`src/rtl/mdio_mgmt_engine.sv`:
```
module mdio_mgmt_engine #(
  parameter int DIV_W     = 8,
  parameter int DIV_RESET = 10,
  parameter int ADDR_W    = 3
) (
  input  logic              clk,
  input  logic              rst_n,
  input  logic              reg_wr,
  input  logic [ADDR_W-1:0] reg_addr,
  input  logic [31:0]       reg_wdata,
  output logic [31:0]       reg_rdata,
  output logic              mdc,
  output logic              mdio_o,
  output logic              mdio_oe,
  input  logic              mdio_i
);
  localparam int FRAME_LEN = 64;
  localparam int IDX_W     = $clog2(FRAME_LEN);
  localparam logic [IDX_W-1:0] TA_POS   = IDX_W'(46);
  localparam logic [IDX_W-1:0] DATA_POS = IDX_W'(48);
  localparam logic [IDX_W-1:0] LAST_POS = IDX_W'(FRAME_LEN - 1);
  localparam logic [ADDR_W-1:0] A_CTL = ADDR_W'(0);
  localparam logic [ADDR_W-1:0] A_DIV = ADDR_W'(1);
  localparam logic [ADDR_W-1:0] A_PHY = ADDR_W'(2);
  localparam logic [ADDR_W-1:0] A_TXD = ADDR_W'(3);
  localparam logic [ADDR_W-1:0] A_RXD = ADDR_W'(4);

  logic                 busy;
  logic [DIV_W-1:0]     div_q, div_l, cnt;
  logic [4:0]           phy_q, regn_q;
  logic                 wsel_q;
  logic [15:0]          txd_q, rxd_q, rsh;
  logic [FRAME_LEN-1:0] fsr;
  logic [IDX_W-1:0]     idx;

  wire half_end = busy && (cnt == div_l);
  wire rise     = half_end && !mdc;
  wire fall     = half_end && mdc;
  wire last     = fall && (idx == LAST_POS);
  wire ctl_wr   = reg_wr && (reg_addr == A_CTL) && !busy;
  wire launch   = ctl_wr && reg_wdata[0];
  wire new_wsel = reg_wdata[1];

  wire [FRAME_LEN-1:0] frame_new = {32'hFFFF_FFFF, 2'b01,
                                    new_wsel ? 2'b01 : 2'b10,
                                    phy_q, reg_wdata[7:3],
                                    new_wsel ? 2'b10 : 2'b11,
                                    new_wsel ? txd_q : 16'hFFFF};

  assign mdio_o  = fsr[FRAME_LEN-1];
  assign mdio_oe = busy && (wsel_q || idx < TA_POS);

  always_ff @(posedge clk) begin
    if (!rst_n) begin
      div_q <= DIV_W'(DIV_RESET);
      phy_q <= '0;
      txd_q <= '0;
    end else if (reg_wr) begin
      if (reg_addr == A_DIV) div_q <= reg_wdata[DIV_W-1:0];
      if (reg_addr == A_PHY) phy_q <= reg_wdata[4:0];
      if (reg_addr == A_TXD) txd_q <= reg_wdata[15:0];
    end
  end

  always_ff @(posedge clk) begin
    if (!rst_n) begin
      regn_q <= '0;
      wsel_q <= 1'b0;
    end else if (ctl_wr) begin
      regn_q <= reg_wdata[7:3];
      wsel_q <= new_wsel;
    end
  end

  always_ff @(posedge clk) begin
    if (!rst_n) begin
      busy  <= 1'b0;
      mdc   <= 1'b0;
      cnt   <= '0;
      div_l <= '0;
      idx   <= '0;
      fsr   <= '1;
      rsh   <= '0;
      rxd_q <= '0;
    end else if (launch) begin
      busy  <= 1'b1;
      mdc   <= 1'b0;
      cnt   <= '0;
      div_l <= div_q;
      idx   <= '0;
      fsr   <= frame_new;
    end else if (busy) begin
      cnt <= half_end ? '0 : cnt + 1'b1;
      if (rise) begin
        mdc <= 1'b1;
        if (!wsel_q && idx >= DATA_POS) rsh <= {rsh[14:0], mdio_i};
      end
      if (fall) begin
        mdc <= 1'b0;
        idx <= idx + 1'b1;
        fsr <= {fsr[FRAME_LEN-2:0], 1'b1};
      end
      if (last) begin
        busy <= 1'b0;
        if (!wsel_q) rxd_q <= rsh;
      end
    end
  end

  always_comb begin
    unique case (reg_addr)
      A_CTL:   reg_rdata = {24'b0, regn_q, 1'b0, wsel_q, busy};
      A_DIV:   reg_rdata = 32'(div_q);
      A_PHY:   reg_rdata = {27'b0, phy_q};
      A_TXD:   reg_rdata = {16'b0, txd_q};
      A_RXD:   reg_rdata = {16'b0, rxd_q};
      default: reg_rdata = '0;
    endcase
  end
endmodule

```
`config.mk`:
```
export PLATFORM = sky130hd
export DESIGN_NAME = mdio_mgmt_engine
export DESIGN_NICKNAME = d
export VERILOG_FILES = /design/src/rtl/mdio_mgmt_engine.sv
export SDC_FILE = /design/constraint.sdc
export NUM_CORES = 1
export LEC_CHECK = 0
export ABC_CLOCK_PERIOD_IN_PS = 2700
export BUFFER_PORTS_ARGS = -buffer_cell sky130_fd_sc_hd__buf_2
export CORE_UTILIZATION = 55
export CTS_CLUSTER_DIAMETER = 120
export CTS_CLUSTER_SIZE = 25
export DETAILED_ROUTE_END_ITERATION = 10
export GPL_TIMING_DRIVEN = 0
export PLACE_DENSITY = 0.76
export SLEW_MARGIN = 25
export SYNTH_ARGS = -nofsm -noshare
export SYNTH_HDL_FRONTEND = slang
export SYNTH_SLANG_ARGS = --single-unit
```
`constraint.sdc`:
```
create_clock -name clk -period 2.7 [get_ports clk]
set_input_delay 0.405 -clock clk [delete_from_list [all_inputs] [get_ports clk]]
set_output_delay 0.405 -clock clk [all_outputs]
set_load 0.1 [all_outputs]
```
Word level (Yosys, flattened, before mapping)
Index checks and enable logic that the tools add are counted.
W data, S select, Z words.
- register bits after elaboration: 155
- bits of input ports: 39
- logic and storage cells: 66
- add/sub/neg operators: 2
- order comparisons: 2
- equality and inequality tests: 6
- mux-type cells: 13
- bitwise operators: 3
- reductions and logical operators: 26
- operators by type and width (operator ; number):
    $mux W32 ; 3
    $pmux W16 S5 ; 1
    $mux W16 ; 1
    $reduce_and A2 Y1 ; 6
    $logic_and A1 B1 Y1 ; 9
    $add A8 B1 Y8 const B ; 1
    $eq A8 B8 Y1 ; 1
    $mux W8 ; 1
    $reduce_and A4 Y1 ; 2
    $add A6 B1 Y6 const B ; 1
    $eq A3 B2 Y1 const B ; 2
    $eq A6 B6 Y1 const B ; 1
    $ge A6 B6 Y1 const B ; 1
    $lt A6 B6 Y1 const B ; 1
    $mux W1 ; 6
    $reduce_bool A2 Y1 ; 3
    $eq A3 B1 Y1 const B ; 1
    $eq A3 B3 Y1 const B ; 1
    $logic_not A1 Y1 ; 3
    $logic_not A3 Y1 ; 1
    $not A1 Y1 ; 3
    $mux W2 ; 1
    $reduce_or A2 Y1 ; 1
    $logic_or A1 B1 Y1 ; 1

Depth between registers and ports, before layout
- word-level depth: 7
- mapped depth: 8
- depth with buffers taken out: 6

Least setup slack after synthesis
Ideal clock, no wire load.
- path type: input to output
- from: input port reg_addr[1]
- to: output port reg_rdata[7]
- arrival time: 3.315 ns
- required time: 2.295 ns
- setup slack: -1.020 ns
- cell stages on the path: 4
- buffers on the path: 2
- cells stage by stage: clkbuf_1 buf_1 a31oi_1 o21ai_0
- cells in the longest elaborated chain, start to end: 2
- ends and longest elaborated chain (what ; RTL line ; source):
    start, declared ; 9 ; input logic [ADDR_W-1:0] reg_addr,
    $eq A3 B3 Y1 (tied with other cells) ; 111 ; unique case (reg_addr)
    $pmux W16 S5 (*) ; 111 ;
    end, declared ; 11 ; output logic [31:0] reg_rdata,
Mark *: on every way between the ends. The rest lies on a longest branch, timed or not.

Worst setup path in the final report
Ends and elaborated chain as after synthesis.

==> results_dict.tcl <==
set metrics [dict create \
    vdd_ir_drop_max_mv 0.5416 \
    final_nets 899 \
    dr.pass1.iters 9 \
    routedWlPerCell_um 17.15 \
    area_growth_syn_to_layout_pct 16.83 \
    place_ws_ns -0.002999 \
    portBuffers 39 \
    r2r-start "busy$_SDFF_PN0_" \
    cp.arrival_ns 2.09 \
    stdcell_count 1011 \
    worst_pin_slew_ns 0.7751 \
    avgSynthCellArea_um2 8.452 \
    synth-adder-area-share_pct 0.3781 \
    clk_pin_slew_worst_paths_ns 0.06 \
    clk_latency_ns 0.42 \
    antenna_found_initial 0 \
    fin_crit_ns 2.494 \
    drv_slew 0 \
    cts_buffer_depth 2 \
    synthMuxAreaShare_pct 5.502 \
    h-tree-depth 4 \
    grt_overflow 0 \
    leakagePower_nw 2.973 \
    critPathMaxFanout 10 \
    gp_congestion 0.9604 \
    drt_wl_total_um 17340 \
    criticalPathCategory "in2out" \
    hold_path.startpoint "reg_wdata[15]" \
    setup.worst_path.start "reg_addr[1]" \
    fin_skew_ns 0.006275 \
    cts_root_buffer "clkbuf_16" \
    clock_sinks 155 \
    required_ns 2.30 \
    placedCellCount 980 \
    ys_types 53 \
    setup_slack_ns 0.2057 \
    power_density_mw_per_mm2 675.3 \
    synth-simple-area-share_pct 21.08 \
    die_h_um 111.7 \
    netlist_area_mm2 0.006618 \
    end_kind "output pin" \
    place_area_mm2 0.007067 \
    syn-instance-count 783 \
    timing.final.crit_share_pct 92.38 \
    relSlewSlack_pct 48.14 \
    seq_area_frac_synth_pct 46.89 \
    detail-route-antenna-nets 0 \
    hpwl_um 12230 \
    grt_max_degree 17 \
    grt_pass1_vias 5636 \
    drt_iter0_markers 474 \
    core_mm2 0.01156 \
    synth_edf_count 0 \
    rsz0062_at_grt "false" \
    violations "DRC" \
    finalHoldViolCount 0 \
    antenna_cells 0 \
    die_w_um 111.7 \
    ys_warn_count 0 \
    dieArea_mm2 0.01247 \
    fmax_ghz 0.4009 \
    hold_buffers 0 \
    cap_violations 0 \
    synth_xor_area_share_pct 1.456 \
    status "complete, but fails checks" \
    via_per_inst 5.910 \
    ys.flop_type "dfxtp_1" \
    synth_top_family_by_area "simple AND/OR/NAND/NOR gates" \
    cts_buffers 17 \
    io_pins 74 \
    drive_gt1_share_pct 14.40 \
    hp-class "in2reg" \
    setup_viol 0 \
    p_total_w 0.005221 \
    cp-start-kind "input port" \
    fin_area_mm2 0.007731 \
    synthArstFlopShare_pct 0 \
    drc 2 \
    dr_total_vias 5975 \
    ys_seq_elements 155 \
    std_cell_rows 39 \
    whs_ns 0.2199 \
    cts_tree "done" \
    initial_utilization_pct 57.22 \
    grt_pass1_wl_um 28040 \
    grt_use_total_pct 28.58 \
    synth_compound_area_share_pct 18.47 \
]
[through the flow]
stage	utilization (%)	TNS, ns
6_report	66.85	0
5_1_grt	66.85	0
4_1_cts	66.44	0
3_5_place_dp	61.11	-0.002999
3_3_place_gp	61.11	-0.01256
2_1_floorplan	-	-1.213
[per-layer routing]
layer	vias up	global-route usage, %	wire length (µm)
met5	-	0	0
met4	0	11.80	510
met3	35	6.206	1178
met2	211	47.00	8116
met1	2828	36.35	7537
li1	2901	-	-
[cells in the final DEF (no fill, tap or decap), drive strengths merged, types with 15 or more instances in the layout]
cell,netlist,final
nand4,18,18
nand3,84,84
nor2,28,28
clkbuf,38,62
o21ai,62,62
dfxtp,155,155
mux2i,33,33
nand2,133,133
a21o,15,15
conb,1,16
a221o,25,25
a21oi,66,66
buf,40,78
[kinds of logic after synthesis]
logic type                 Yosys count
adders and majority gates            2
muxes                               35
xor gates and xnor gates            11
buffers and inverters               86
AOI/OAI and AO/OA                  194
DFF                                155
other                                1
and+or+nand+nor                    299
[critical path, cell delays in order]
cell	delay, ns
buf_2	0.14
clkbuf_2	0.23
nor3b_2	0.27
clkbuf_1	0.36
nand2_1	0.10
o21ai_1	0.12
buf_2	0.46
[Yosys cell counts, types with 3 or more instances]
master    number  area, µm²
a221o_1       25      250.2
nand2b_1       5      31.28
nor3_1         5      25.02
or2_2          3      18.77
mux2i_1       33      330.3
xor2_1         5      43.79
nand4_1       18      112.6
a21oi_1       66      330.3
nor2b_1        3      18.77
o21ai_0       60      300.3
buf_1          7      26.28
and2_1         4      25.02
buf_2         16      80.08
nand2_1      133      499.2
a22o_1         8      70.07
buf_4         17      127.6
xnor2_1        6      52.55
nand3_1       83      415.4
a211o_1        3      26.28
nor3b_1        3      22.52
a31oi_1        4      25.02
a21o_1        15      112.6
dfxtp_1      155       3103
clkbuf_1      37      138.9
nor2_1        28      105.1
inv_1          7      26.28
[state kept, by name, indices dropped and copies added (netlist names)]
signal and count:
rsh 16, div_q 8, regn_q 5, div_l 8, phy_q 5, rxd_q 16
txd_q 16, busy 1, idx 6, mdc 1, cnt 8, fsr 64
wsel_q 1
[cell type report]
type                       count  area (µm²)
multi-input combinational    557        3207
tap                          143       178.9
clock buffer                  21       470.5
timing repair buffer          41       217.7
fill                         963        3834
inverter                       8       30.03
sequential                   155        3103
clock inverter                 8       142.6
buffer                        78       381.6
[worst paths after layout]
| check | end | slack (ns) | cells past startpoint |
|---|---|---|---|
| worst max-delay path | reg_rdata[7] | 0.21 | 7 |
| worst min register to register | regn_q[2]$_SDFFE_PN0N_ | 0.45 | 2 |
| worst max register to register | fsr[8]$_SDFFE_PN1P_ | 0.34 | 7 |
| worst min-delay path | txd_q[15]$_SDFFE_PN0P_ | 0.22 | 3 |
[power by group]
group          leakage, nW  internal [W]  total, W  switching (W)
clock                0.301       0.00160   0.00250       0.000904
combinational         1.42     0.0000922  0.000385       0.000293
sequential            1.25       0.00231   0.00233      0.0000198
total                 2.97       0.00400   0.00522        0.00122
[timing repair]
action,in CTS,in global routing
gates resized for setup,2,7
gates cloned,0,0
endpoints found under the setup margin,2,21
setup buffers,0,2
pin swaps,0,1
No activity file was read; power rests on OpenSTA's default activity.
